File: config.mk
export PLATFORM = sky130hd
export DESIGN_NAME = flash_window_reader
export DESIGN_NICKNAME = d
export VERILOG_FILES = /design/src/rtl/fwr_pkg.sv /design/src/rtl/fwr_cfg_regs.sv /design/src/rtl/fwr_sequencer.sv /design/src/rtl/fwr_pin_mux.sv /design/src/rtl/flash_window_reader.sv
export SDC_FILE = /design/constraint.sdc
export NUM_CORES = 1
export LEC_CHECK = 0
export ABC_AREA = 1
export CORE_MARGIN = 4
export CORE_UTILIZATION = 40
export CTS_BUF_LIST = sky130_fd_sc_hd__clkbuf_4
export CTS_CLUSTER_DIAMETER = 200
export DETAILED_ROUTE_END_ITERATION = 10
export DONT_BUFFER_PORTS = 1
export SLEW_MARGIN = 20
export SYNTH_ARGS = -nofsm -noshare
export SYNTH_HDL_FRONTEND = slang
export SYNTH_SLANG_ARGS = --single-unit
File: constraint.sdc
create_clock -name clk -period 3.68 [get_ports clk]
set_clock_uncertainty 0.2 [all_clocks]
set_input_delay 0.736 -clock clk [delete_from_list [all_inputs] [get_ports clk]]
set_output_delay 0.736 -clock clk [all_outputs]
set_load 0.03 [all_outputs]
File: src/rtl/fwr_pkg.sv
package fwr_pkg;

    localparam int SETUP_W = 14;

    typedef enum logic [1:0] {
        LANES_1   = 2'd0,
        LANES_2   = 2'd1,
        LANES_RSV = 2'd2,
        LANES_4   = 2'd3
    } lane_mode_e;

    // Packed so that bit positions match the configuration word.
    typedef struct packed {
        lane_mode_e  mode;     // 13:12
        logic [1:0]  dummy;    // 11:10
        logic [1:0]  addr_m1;  // 9:8
        logic [7:0]  opcode;   // 7:0
    } setup_t;

    typedef enum logic [2:0] {
        ST_IDLE,
        ST_REFUSE,
        ST_SELECT,
        ST_OPCODE,
        ST_ADDRESS,
        ST_DUMMY,
        ST_DATA,
        ST_RELEASE
    } seq_state_e;

endpackage

File: src/rtl/fwr_cfg_regs.sv
module fwr_cfg_regs
    import fwr_pkg::*;
#(
    parameter int NUM_CS = 4,
    parameter int CFG_AW = 3
) (
    input  logic               clk,
    input  logic               rst_n,
    input  logic               cfg_we,
    input  logic [CFG_AW-1:0]  cfg_addr,
    input  logic [SETUP_W-1:0] cfg_wdata,
    output setup_t             setup_q [NUM_CS],
    output logic               mm_owner
);

    // One setup word per chip select at consecutive word indices.
    for (genvar g = 0; g < NUM_CS; g++) begin : g_setup
        always_ff @(posedge clk or negedge rst_n) begin
            if (!rst_n) begin
                setup_q[g] <= '0;
            end else if (cfg_we && cfg_addr == CFG_AW'(g)) begin
                setup_q[g] <= setup_t'(cfg_wdata);
            end
        end
    end

    // Ownership switch sits right after the setup words.
    always_ff @(posedge clk or negedge rst_n) begin
        if (!rst_n) begin
            mm_owner <= 1'b0;
        end else if (cfg_we && cfg_addr == CFG_AW'(NUM_CS)) begin
            mm_owner <= cfg_wdata[0];
        end
    end

endmodule

File: src/rtl/fwr_sequencer.sv
module fwr_sequencer
    import fwr_pkg::*;
#(
    parameter int NUM_CS    = 4,
    parameter int MAX_BYTES = 4,
    localparam int CS_W     = (NUM_CS > 1) ? $clog2(NUM_CS) : 1,
    localparam int LEN_W    = $clog2(MAX_BYTES + 1),
    localparam int DATA_W   = 8 * MAX_BYTES
) (
    input  logic              clk,
    input  logic              rst_n,
    input  logic              mm_owner,
    input  setup_t            setup_q [NUM_CS],
    input  logic              rd_req,
    input  logic [CS_W-1:0]   rd_cs,
    input  logic [31:0]       rd_addr,
    input  logic [LEN_W-1:0]  rd_len,
    output logic              rd_busy,
    output logic              rd_valid,
    output logic              rd_err,
    output logic [DATA_W-1:0] rd_data,
    output logic              sq_sclk,
    output logic [NUM_CS-1:0] sq_cs_n,
    output logic [3:0]        sq_io_out,
    output logic [3:0]        sq_io_oe,
    input  logic [3:0]        sq_io_in
);

    localparam int CNT_W = $clog2(8 * MAX_BYTES + 64);
    localparam int TX_W  = 40;

    seq_state_e         state;
    seq_state_e         phase_next;
    setup_t             cur;
    setup_t             sel;
    logic [CS_W-1:0]    cur_cs;
    logic [LEN_W-1:0]   len_q;
    logic [TX_W-1:0]    tx_sr;
    logic [DATA_W-1:0]  rx_sr;
    logic [DATA_W-1:0]  rx_shifted;
    logic [CNT_W-1:0]   cnt;
    logic [CNT_W-1:0]   phase_len;
    logic [CNT_W-1:0]   data_sclks;
    logic [31:0]        addr_al;
    logic               sclk_q;
    logic               req_ok;
    int                 wshift;

    // Request qualification and launch values.
    always_comb begin
        sel     = setup_q[rd_cs];
        req_ok  = mm_owner && (rd_len != '0) && (int'(rd_len) <= MAX_BYTES);
        addr_al = rd_addr << {~sel.addr_m1, 3'b000};
    end

    // Lane width of the active read, and capture shift.
    always_comb begin
        unique case (cur.mode)
            LANES_2: begin
                wshift     = 1;
                rx_shifted = {rx_sr[DATA_W-3:0], sq_io_in[1:0]};
            end
            LANES_4: begin
                wshift     = 2;
                rx_shifted = {rx_sr[DATA_W-5:0], sq_io_in[3:0]};
            end
            default: begin
                wshift     = 0;
                rx_shifted = {rx_sr[DATA_W-2:0], sq_io_in[1]};
            end
        endcase
        data_sclks = CNT_W'((int'(len_q) * 8) >> wshift);
    end

    // Following phase and its length in SCLK periods.
    always_comb begin
        phase_next = ST_IDLE;
        phase_len  = '0;
        unique case (state)
            ST_OPCODE: begin
                phase_next = ST_ADDRESS;
                phase_len  = CNT_W'((int'(cur.addr_m1) + 1) * 8);
            end
            ST_ADDRESS: begin
                if (cur.dummy != 2'd0) begin
                    phase_next = ST_DUMMY;
                    phase_len  = CNT_W'(int'(cur.dummy) * 8);
                end else begin
                    phase_next = ST_DATA;
                    phase_len  = data_sclks;
                end
            end
            ST_DUMMY: begin
                phase_next = ST_DATA;
                phase_len  = data_sclks;
            end
            ST_DATA: begin
                phase_next = ST_RELEASE;
                phase_len  = '0;
            end
            default: begin
                phase_next = ST_IDLE;
                phase_len  = '0;
            end
        endcase
    end

    // State register and datapath.
    always_ff @(posedge clk or negedge rst_n) begin
        if (!rst_n) begin
            state  <= ST_IDLE;
            cur    <= '0;
            cur_cs <= '0;
            len_q  <= '0;
            tx_sr  <= '0;
            rx_sr  <= '0;
            cnt    <= '0;
            sclk_q <= 1'b0;
        end else begin
            unique case (state)
                ST_IDLE: begin
                    if (rd_req) begin
                        if (req_ok) begin
                            state  <= ST_SELECT;
                            cur    <= sel;
                            cur_cs <= rd_cs;
                            len_q  <= rd_len;
                            tx_sr  <= {sel.opcode, addr_al};
                            rx_sr  <= '0;
                        end else begin
                            state <= ST_REFUSE;
                        end
                    end
                end
                ST_REFUSE: state <= ST_IDLE;
                ST_SELECT: begin
                    state  <= ST_OPCODE;
                    cnt    <= CNT_W'(8);
                    sclk_q <= 1'b0;
                end
                ST_OPCODE, ST_ADDRESS, ST_DUMMY, ST_DATA: begin
                    sclk_q <= ~sclk_q;
                    if (sclk_q) begin
                        tx_sr <= tx_sr << 1;
                        if (state == ST_DATA) begin
                            rx_sr <= rx_shifted;
                        end
                        if (cnt == CNT_W'(1)) begin
                            state <= phase_next;
                            cnt   <= phase_len;
                        end else begin
                            cnt <= cnt - CNT_W'(1);
                        end
                    end
                end
                ST_RELEASE: state <= ST_IDLE;
            endcase
        end
    end

    // Outputs.
    always_comb begin
        rd_busy   = (state != ST_IDLE);
        rd_valid  = (state == ST_RELEASE);
        rd_err    = (state == ST_REFUSE);
        sq_sclk   = sclk_q;
        sq_cs_n   = '1;
        sq_io_out = {3'b000, tx_sr[TX_W-1]};
        sq_io_oe  = 4'b0000;
        unique case (state)
            ST_SELECT, ST_OPCODE, ST_ADDRESS: begin
                sq_cs_n[cur_cs] = 1'b0;
                sq_io_oe        = 4'b0001;
            end
            ST_DUMMY, ST_DATA: sq_cs_n[cur_cs] = 1'b0;
            default: ;
        endcase
        rd_data = '0;
        for (int k = 0; k < MAX_BYTES; k++) begin
            if (k < int'(len_q)) begin
                rd_data[8*k +: 8] = rx_sr[8*(int'(len_q) - 1 - k) +: 8];
            end
        end
    end

endmodule

File: src/rtl/fwr_pin_mux.sv
module fwr_pin_mux #(
    parameter int NUM_CS = 4
) (
    input  logic              mm_owner,
    input  logic              sq_sclk,
    input  logic [NUM_CS-1:0] sq_cs_n,
    input  logic [3:0]        sq_io_out,
    input  logic [3:0]        sq_io_oe,
    input  logic              cmd_sclk,
    input  logic [NUM_CS-1:0] cmd_cs_n,
    input  logic [3:0]        cmd_io_out,
    input  logic [3:0]        cmd_io_oe,
    output logic              spi_sclk,
    output logic [NUM_CS-1:0] spi_cs_n,
    output logic [3:0]        spi_io_out,
    output logic [3:0]        spi_io_oe
);

    always_comb begin
        if (mm_owner) begin
            spi_sclk   = sq_sclk;
            spi_cs_n   = sq_cs_n;
            spi_io_out = sq_io_out;
            spi_io_oe  = sq_io_oe;
        end else begin
            spi_sclk   = cmd_sclk;
            spi_cs_n   = cmd_cs_n;
            spi_io_out = cmd_io_out;
            spi_io_oe  = cmd_io_oe;
        end
    end

endmodule

File: src/rtl/flash_window_reader.sv
module flash_window_reader
    import fwr_pkg::*;
#(
    parameter int NUM_CS    = 4,
    parameter int MAX_BYTES = 4,
    localparam int CS_W     = (NUM_CS > 1) ? $clog2(NUM_CS) : 1,
    localparam int CFG_AW   = $clog2(NUM_CS + 1),
    localparam int LEN_W    = $clog2(MAX_BYTES + 1),
    localparam int DATA_W   = 8 * MAX_BYTES
) (
    input  logic               clk,
    input  logic               rst_n,
    input  logic               cfg_we,
    input  logic [CFG_AW-1:0]  cfg_addr,
    input  logic [SETUP_W-1:0] cfg_wdata,
    input  logic               rd_req,
    input  logic [CS_W-1:0]    rd_cs,
    input  logic [31:0]        rd_addr,
    input  logic [LEN_W-1:0]   rd_len,
    output logic               rd_busy,
    output logic               rd_valid,
    output logic               rd_err,
    output logic [DATA_W-1:0]  rd_data,
    input  logic               cmd_sclk,
    input  logic [NUM_CS-1:0]  cmd_cs_n,
    input  logic [3:0]         cmd_io_out,
    input  logic [3:0]         cmd_io_oe,
    output logic               spi_sclk,
    output logic [NUM_CS-1:0]  spi_cs_n,
    output logic [3:0]         spi_io_out,
    output logic [3:0]         spi_io_oe,
    input  logic [3:0]         spi_io_in
);

    setup_t            setup_q [NUM_CS];
    logic              mm_owner;
    logic              seq_sclk;
    logic [NUM_CS-1:0] seq_cs_n;
    logic [3:0]        seq_io_out;
    logic [3:0]        seq_io_oe;

    fwr_cfg_regs #(
        .NUM_CS (NUM_CS),
        .CFG_AW (CFG_AW)
    ) u_cfg (
        .clk       (clk),
        .rst_n     (rst_n),
        .cfg_we    (cfg_we),
        .cfg_addr  (cfg_addr),
        .cfg_wdata (cfg_wdata),
        .setup_q   (setup_q),
        .mm_owner  (mm_owner)
    );

    fwr_sequencer #(
        .NUM_CS    (NUM_CS),
        .MAX_BYTES (MAX_BYTES)
    ) u_seq (
        .clk       (clk),
        .rst_n     (rst_n),
        .mm_owner  (mm_owner),
        .setup_q   (setup_q),
        .rd_req    (rd_req),
        .rd_cs     (rd_cs),
        .rd_addr   (rd_addr),
        .rd_len    (rd_len),
        .rd_busy   (rd_busy),
        .rd_valid  (rd_valid),
        .rd_err    (rd_err),
        .rd_data   (rd_data),
        .sq_sclk   (seq_sclk),
        .sq_cs_n   (seq_cs_n),
        .sq_io_out (seq_io_out),
        .sq_io_oe  (seq_io_oe),
        .sq_io_in  (spi_io_in)
    );

    fwr_pin_mux #(
        .NUM_CS (NUM_CS)
    ) u_mux (
        .mm_owner   (mm_owner),
        .sq_sclk    (seq_sclk),
        .sq_cs_n    (seq_cs_n),
        .sq_io_out  (seq_io_out),
        .sq_io_oe   (seq_io_oe),
        .cmd_sclk   (cmd_sclk),
        .cmd_cs_n   (cmd_cs_n),
        .cmd_io_out (cmd_io_out),
        .cmd_io_oe  (cmd_io_oe),
        .spi_sclk   (spi_sclk),
        .spi_cs_n   (spi_cs_n),
        .spi_io_out (spi_io_out),
        .spi_io_oe  (spi_io_oe)
    );

endmodule

* Word level (Yosys, flattened, before mapping)
Index checks and enable logic that the tools add are counted. Widths: inputs -> output; s select.
Storage, ports and cells: bits in registers 151, bits in latches 0, memory bits (writable) 0, ROM bits 0, bits of input ports 75, output and inout port bits 48, word-level logic and storage cells 133, memories kept 0
Operators by class: add/sub/neg operators 6, multiply operators 0, divide/modulo/power cells 0, $lt $le $gt $ge 8, equality and inequality tests 19, shift-type cells 6, mux-type cells 39, bitwise gates (word level) 4, reduce and logical (&&, ||, !) cells 24
Operators with widths (count):
- $mux 32 | 4
- $pmux 32 s2 | 2
- $shiftx 32x32->8 | 4
- $mux 40 | 3
- $pmux 40 s2 | 1
- $sub 29x3->29 const B | 2
- $mux 8 | 4
- $shl 32x5->32 | 1
- $sub 29x2->29 const B | 1
- $bmux 14 s2 | 1
- $mux 14 | 2
- $pmux 3 s4 | 2
- $mux 7 | 3
- $pmux 7 s3 | 1
- $mux 4 | 4
- $eq 3x3->1 const B | 5
- $pmux 7 s2 | 1
- $eq 3x2->1 const B | 4
- $mux 3 | 3
- $logic_and 1x1->1 | 8
- $ne 2x1->1 const B | 4
- $eq 7x1->1 const B | 1
- $shr 6x2->7 | 1
- $sub 7x1->7 const B | 1
- other kinds (32) | 43

* Logic depth before layout (Yosys ltp)
Gate-level depths: netlist of run 1.
depth in word-level cells 9, gate-level depth with buffers 12, depth with buffers taken out 10

* By module
A second synthesis of run 1 with hierarchy kept.
Second synthesis, totals: cells, all modules 1453, area, all modules 9725.6 um^2
Modules (own cells, without submodules):
- fwr_sequencer | instances 1, cells each 1152, area each 7236.9 um^2
- fwr_cfg_regs | instances 1, cells each 259, area each 2319.7 um^2
- fwr_pin_mux | instances 1, cells each 42, area each 168.9 um^2

* Worst setup path after synthesis of run 1
Ideal clock, no wire load.
path kind reg-to-output, from reg u_seq.len_q[0], to out rd_data[16], arrival 2.561 ns, path slack 0.183 ns, stages on the path, launching flop included 11, buffers on the path 3, cell sequence dfrtp_1 -> buf_2 -> inv_1 -> buf_2 -> ha_1 -> inv_1 -> clkbuf_1 -> ha_1 -> a211oi_1 -> nand3_1 -> a21oi_1
Between the ends: word-level cells in the longest chain between the ends 4
RTL lines:
- start: declaration | RTL line fwr_sequencer.sv:37 | logic [LEN_W-1:0] len_q;
- start signal: assignment | RTL line fwr_sequencer.sv:127 | len_q <= rd_len;
- $sub 3x1->4 | RTL line fwr_sequencer.sv:181 | rd_data[8*k +: 8] = rx_sr[8*(int'(len_q) - 1 - k) +: 8];
- $sub 29x3->29 | RTL line fwr_sequencer.sv:181
- $shiftx 32x32->8 | RTL line fwr_sequencer.sv:181
- $mux 8 (*) | RTL line fwr_sequencer.sv:180 | if (k < int'(len_q)) begin
- end: declaration | RTL line flash_window_reader.sv:23 | output logic [DATA_W-1:0] rd_data,
Mark *: on every way between the ends. The rest lies on a longest branch, timed or not.

* Worst setup path in the final report of run 1
from reg u_seq.len_q[0], to out rd_data[11]
Between the ends: word-level cells in the longest chain between the ends 4
RTL lines (RTL line):
- $sub 3x1->4 | fwr_sequencer.sv:181
- $sub 29x2->29 | fwr_sequencer.sv:181
- $shiftx 32x32->8 | fwr_sequencer.sv:181
- $mux 8 (*) | fwr_sequencer.sv:180
Marks and branches as above.

==> reports/metrics.cfg, run 1 <==
[status]
status = complete, but fails checks
failed_checks = hold timing

[setup_path]
worstSetupStartpointType = flop
crit_path_frequent_cell = sky130_fd_sc_hd__buf_4
critical_path.top_delay_family = buffers and inverters
worst-path-buf-inv = 4
worst-endpoint-arrival_ps = 2580
path_cells = inv_4 > ha_2 > xor2_1 > buf_4 > clkinvlp_2 > a211oi_1 > buf_4
timing_worst_setup_path_type = reg -> out
worstPathMaxFanout = 18
critical-path-slowest-cell = sky130_fd_sc_hd__dfrtp_1
timing.critical_path.required_ps = 2740
critPathCaptureType = output pin
critPathMaxStageDelay_ps = 440

[layout]
share_of_final_layout_standard_cells_stronger_than_drive_strength_1_pct = 8.95
fillers = 2381
regArea_um2 = 3780
multiInputGateArea_um2 = 4790
final_nets = 1437
flow.area_growth_from_synthesis_pct = 7.95
utilization_pct = 44.0

[placement]
dp_hpwl_um = 16900
dp_worst_setup_slack_ps = 452
placement.io_buffers = 0
routabilityCongestion = 0.889

[power_and_ir_drop]
p_per_cell_area_nw_per_um2 = 318
static-leakage-power_nw = 5.27
vdd_drop_max_v = 0.000164

[synth]
synth_cell_type_count = 33
synth_seq_area_share_pct = 40.8
synth-seq-cells = 151
synthMostInstantiatedCell = sky130_fd_sc_hd__nand2_1
post-synth-top-area-fraction_pct = 40.8
post_synth.cell_area_avg_um2 = 6.83
synth_fp_nets = 1444
synth_enable_flop_cells = 0
ys_dominant_reg_cell = sky130_fd_sc_hd__dfrtp_1
async_set_reset_flop_share_out_of_synthesis_pct = 100
syn-instance-count = 1357
synth.largest_area_cell = sky130_fd_sc_hd__dfrtp_1
synth_top_cells_by_area = sky130_fd_sc_hd__dfrtp_1 41%, sky130_fd_sc_hd__nand2_1 19%, sky130_fd_sc_hd__o21ai_0 8.4%
most_used_standard_cells_in_the_synthesized_netlist = 472 x sky130_fd_sc_hd__nand2_1, 156 x sky130_fd_sc_hd__o21ai_0, 151 x sky130_fd_sc_hd__dfrtp_1
ys_warn_count = 0
synthesis.area_um2 = 9270

[timing]
setup_ws_ps = 160
finalWorstPathRequiredPeriod_ps = 3520
final.period_utilization_pct = 95.7
setup_viol_count_final = 0
slew_of_the_pin_with_the_lowest_slew_margin_ps = 949
fmaxAchievable_mhz = 284
finalHoldViolations = 151
unrepaired_setup_endpoints_after_global_routing = true
slew_violations = 0
maxSlewHeadroom_pct = 36.6
timing.hold.ws_ps = -365

[clock_tree]
max_root_sink_buffers = 2
clock_latency_ps = 570
cts.repair_timing.setup_buffer_count = 0
cts.sink_count = 151
htree_levels = 4
cts_tree = yes
clkTransAtPathRegs_ps = 160
root_buffer_cell = sky130_fd_sc_hd__clkbuf_4
tritoncts_buffer_count = 17

[detailed_routing]
ant_nets = 0
via_count = 8734
wl_per_cell_um = 15.4
first_iter_violations = 844
detail_route.vias_per_cell = 5.30
first_pass_iters = 5
drc = 0
drt_wl_total_um = 25500

[floorplanning]
initial_util_pct = 40.8
die_w_um = 160
fp.dieArea_um2 = 25700
num_io_pins = 123
floorplan.rows = 55
floorplan.core_area_um2 = 22700
die_h_um = 160

[global_route]
grt-ovfl-total = 0
grt_use_total_pct = 19.7
antenna_found_initial = 1
grt_max_degree = 152
first_pass_grt_wire_length_um = 42200
grt_pass1_vias = 8365

[job]
max_capacitance_violation_count = 0

[min_path]
hp-class = in -> async

[layout by cell type (no fill, tap or decap), drive strengths merged, types with 17 or more instances in the layout]
cell    synthesis  routed
a21oi          29      29
buf            38      52
clkbuf         41      17
dfrtp         151     151
inv           102     110
nand2         473     473
nand3          69      69
nand4          35      35
nor2          149     149
o21ai         161     161
[sequential cells by signal, summed over array words and instances (netlist names), 2 cells and up]
name / cells
u_seq.rx_sr: 32
u_cfg.setup_q: 56
u_seq.cur: 6
u_seq.tx_sr: 40
u_seq.len_q: 3
u_seq.cur_cs: 2
u_seq.state: 3
u_seq.cnt: 7
[cell type report]
class,instances,share of cell area (%)
Antenna cell,1,0.0250
Clock buffer,17,1.28
Clock inverter,15,1.35
Inverter,104,3.99
Multi-Input combinational cell,1023,47.9
Sequential cell,151,37.8
Tap cell,285,3.57
Timing Repair Buffer,52,4.03
Timing Repair inverter,1,0.0500
[worst paths after layout]
path | from | endpoint | slack [ps] | cells after the start
worst min-delay path | rst_n | u_cfg.setup_q[20]$_DFFE_PN0P_ | -360 | 0
worst max-delay path | u_seq.len_q[0]$_DFFE_PN0P_ | rd_data[11] | 160 | 7
max in group asynchronous | rst_n | u_seq.rx_sr[12]$_DFFE_PN0P_ | 3420 | 0
worst max register to register | u_seq.state[2]$_DFFE_PN0P_ | u_seq.rx_sr[13]$_DFFE_PN0P_ | 750 | 12
min in group clk | rd_len[1] | u_seq.len_q[1]$_DFFE_PN0P_ | 110 | 2
worst min register to register | u_seq.rx_sr[17]$_DFFE_PN0P_ | u_seq.rx_sr[17]$_DFFE_PN0P_ | 290 | 2
[logic make-up after synthesis]
family / count (synthesis) / share of synthesized area [%]
simple gates: 752 / 33.3
compound gates: 252 / 15.4
buf+inv: 183 / 8.22
flops: 151 / 40.8
fa+ha+maj: 12 / 1.62
xor+xnor: 6 / 0.567
mux: 1 / 0.108
[through the flow]
step           cells  power (W)  instance area, um2  hold WS, ps  setup TNS, ps
4_1_cts         1647    0.00322                9940         -413              0
3_3_place_gp    1615    0.00222                9660          248              0
5_1_grt         1649    0.00337               10000         -452           -141
6_report        1649    0.00318               10000         -365              0
3_5_place_dp    1615    0.00223                9660          247              0
2_1_floorplan   1357    0.00215                9270          240              0
[power breakdown]
part           internal, W  switching [W]  leakage (nW)  total, W
clock             0.000297       0.000693         0.142  0.000990
combinational     0.000117       0.000234          3.16  0.000351
sequential         0.00177      0.0000669          1.97   0.00184
[repair_timing]
action,in CTS,in global routing
cloned,0,1
resized for setup,4,13
pin swaps,0,2
hold endpoints to repair,151,151
endpoints found under the setup margin,23,23
[routing by layer]
| layer | global-route usage, % | part of all wire (%) |
|---|---|---|
| met5 | 0 | 0 |
| met4 | 5.67 | 1.6 |
| met3 | 4.15 | 5.4 |
| met2 | 31.4 | 46 |
| met1 | 27.3 | 47 |
(Power assumes the default switching activity.)
==> inputs of run 2 (changes only) <==
CORE_MARGIN = 1.5   (was 4)
MAX_ROUTING_LAYER = met4   (was not set)
==> reports/metrics.cfg, run 2 (same netlist as run 1, synthesis figures left out) <==
[placement]
placed_area_um2 = 9660  ; unchanged
routabilityCongestion = 0.852  ; was 0.889
placement.io_buffers = 0  ; unchanged
dp_hpwl_um = 16500  ; was 16,900 um

[detailed_routing]
drc = 0  ; unchanged
drt_wl_total_um = 25100  ; was 25,500 um
wl_per_cell_um = 15.2  ; was 15.4 um
via_count = 8722  ; was 8,734
detail_route.vias_per_cell = 5.28  ; was 5.30
first_pass_iters = 5  ; unchanged
first_iter_violations = 720  ; was 844
ant_nets = 0  ; unchanged

[layout]
mostFrequentLayoutCells = 472 x sky130_fd_sc_hd__nand2_1, 156 x sky130_fd_sc_hd__o21ai_0, 151 x sky130_fd_sc_hd__dfrtp_1  ; unchanged
flow.area_growth_from_synthesis_pct = 8.20  ; was 7.95%
utilization_pct = 44.1  ; was 44.0%
fillers = 2395  ; was 2,381
design_area_um2 = 10000  ; about the same
largestRegisters = u_cfg.setup_q (56), u_seq.tx_sr (40), u_seq.rx_sr (32)  ; unchanged
largest_register = u_cfg.setup_q  ; unchanged
share_of_final_layout_standard_cells_stronger_than_drive_strength_1_pct = 8.94  ; was 8.95%
largest_register_ff_count = 56  ; unchanged
final_nets = 1439  ; was 1,437
mostFrequentLayoutCell = sky130_fd_sc_hd__nand2_1  ; unchanged

[power_and_ir_drop]
p_per_cell_area_nw_per_um2 = 325  ; was 318 nW/um2
vdd_drop_max_v = 0.000191  ; was 0.000164 V
static-leakage-power_nw = 5.28  ; was 5.27 nW

[timing]
unrepaired_setup_endpoints_after_global_routing = true  ; unchanged
setup_viol_count_final = 0  ; unchanged
fmaxAchievable_mhz = 285  ; was 284 MHz
finalWorstPathRequiredPeriod_ps = 3510  ; was 3520 ps
finalHoldViolations = 151  ; unchanged
maxSlewHeadroom_pct = 36.2  ; was 36.6%
timing.hold.ws_ps = -358  ; was -365 ps
final.period_utilization_pct = 95.3  ; was 95.7%
setup_tns_ps = 0  ; unchanged
slew_of_the_pin_with_the_lowest_slew_margin_ps = 949  ; about the same
slew_violations = 0  ; unchanged

[setup_path]
timing.critical_path.required_ps = 2740  ; about the same
critPathCaptureType = output pin  ; unchanged
path_cells = inv_4 > ha_2 > inv_1 > ha_1 > nand2_1 > nand2_1 > xnor2_1 > nand3_2 > nor2_1 > buf_4  ; was inv_4 > ha_2 > xor2_1 > buf_4 > clkinvlp_2 > a211oi_1 > buf_4
critical_path.top_delay_family = adder cells  ; was buffers and inverters
critical-path-slowest-cell = sky130_fd_sc_hd__dfrtp_1  ; unchanged
worstPathMaxFanout = 12  ; was 18
worst-path-buf-inv = 3  ; was 4
worst-endpoint-arrival_ps = 2570  ; was 2580 ps
critPathMaxStageDelay_ps = 410  ; was 440 ps
timing_worst_setup_path_type = reg -> out  ; unchanged
worstSetupStartpointType = flop  ; unchanged
crit_path_frequent_cell = sky130_fd_sc_hd__nand2_1  ; was sky130_fd_sc_hd__buf_4

[floorplanning]
floorplan.core_area_um2 = 22700  ; unchanged
fp.dieArea_um2 = 24100  ; was 25,700 um2
num_io_pins = 123  ; unchanged
initial_util_pct = 40.8  ; unchanged
die_w_um = 155  ; was 160 um
die_h_um = 155  ; was 160 um
floorplan.rows = 55  ; unchanged

[global_route]
grt-ovfl-total = 0  ; unchanged
grt_use_total_pct = 22.2  ; was 19.7%
grt_max_degree = 152  ; unchanged
antenna_found_initial = 1  ; unchanged
grt_pass1_vias = 8042  ; was 8,365
first_pass_grt_wire_length_um = 41800  ; was 42,200 um

[clock_tree]
tritoncts_buffer_count = 17  ; unchanged
clock_latency_ps = 570  ; about the same
max_root_sink_buffers = 2  ; unchanged
root_buffer_cell = sky130_fd_sc_hd__clkbuf_4  ; unchanged
cts_tree = yes  ; unchanged
clkTransAtPathRegs_ps = 140  ; was 160 ps
htree_levels = 4  ; unchanged
cts.sink_count = 151  ; unchanged

[status]
status = complete, but fails checks  ; unchanged
failed_checks = hold timing  ; unchanged

[job]
max_capacitance_violation_count = 0  ; unchanged

[min_path]
hp-class = in -> async  ; unchanged

run 2: cell count changes in the layout (fill, tap and decap cells not counted), sizes merged:
cell	change
buf	+2
inv	-4
diode	+1
bufinv	+2
clkinvlp	+2
run 2: layout make-up:
cell class / count / area, um2 / area share [%]
flip-flops and latches: 151 / 3780 / 37.7
clock buffers: 17 / 128 / 1.27
diodes: 2 / 5.00 / 0.0499
repair inverters: 1 / 7.51 / 0.0749
well taps: 285 / 357 / 3.56
repair buffers: 54 / 418 / 4.17
clock inverters: 15 / 165 / 1.65
multi-input cells: 1023 / 4770 / 47.6
inverters: 104 / 397 / 3.96
run 2: path summary, 6_finish.rpt:
check                                                    from                             to  slack, ps  cells after the start
worst max-delay path               u_seq.len_q[0]$_DFFE_PN0P_                    rd_data[28]        170                     10
worst max register to register     u_seq.state[2]$_DFFE_PN0P_    u_seq.rx_sr[16]$_DFFE_PN0P_        950                     11
worst min-delay path                                    rst_n   u_cfg.setup_q[5]$_DFFE_PN0P_       -360                      0
min in group clk                                    rd_len[1]     u_seq.len_q[1]$_DFFE_PN0P_        120                      2
max in group asynchronous                               rst_n    u_seq.rx_sr[20]$_DFFE_PN0P_       3310                      0
worst min register to register  u_cfg.setup_q[31]$_DFFE_PN0P_  u_cfg.setup_q[31]$_DFFE_PN0P_        290                      2
run 2: routing by layer:
layer	global-route usage [%]	part of all wire (%)	wire, um	vias to the layer above
met1	30.2	48	12100	4081
met5	-	0	0	-
met4	6.62	1.4	354	0
met3	3.68	4.9	1240	23
met2	34.2	46	11500	211
li1	-	-	-	4407
run 2: timing repair:
action                                 in CTS  in global routing
gates cloned                                0                  1
endpoints found under the hold margin     151                151
gates resized for setup                     5                  8
setup endpoints to repair                  23                 23
setup buffers                               0                  2
pin swaps                                   0                  2
run 2: through the flow:
stage / worst slack (ps) / cells / power, W
after floorplan: 183 / 1357 / 0.00215
after global placement: 644 / 1615 / 0.00221
after detailed placement: 535 / 1615 / 0.00222
after CTS: 4.27 / 1647 / 0.00330
after global routing: -62.4 / 1652 / 0.00345
final: 173 / 1652 / 0.00326
run 2: report_power, final:
part	switching [W]	internal, W	leakage (nW)
registers	0.0000655	0.00177	1.97
logic	0.000235	0.000114	3.16
clock network	0.000656	0.000414	0.146
total	0.000956	0.00230	5.28
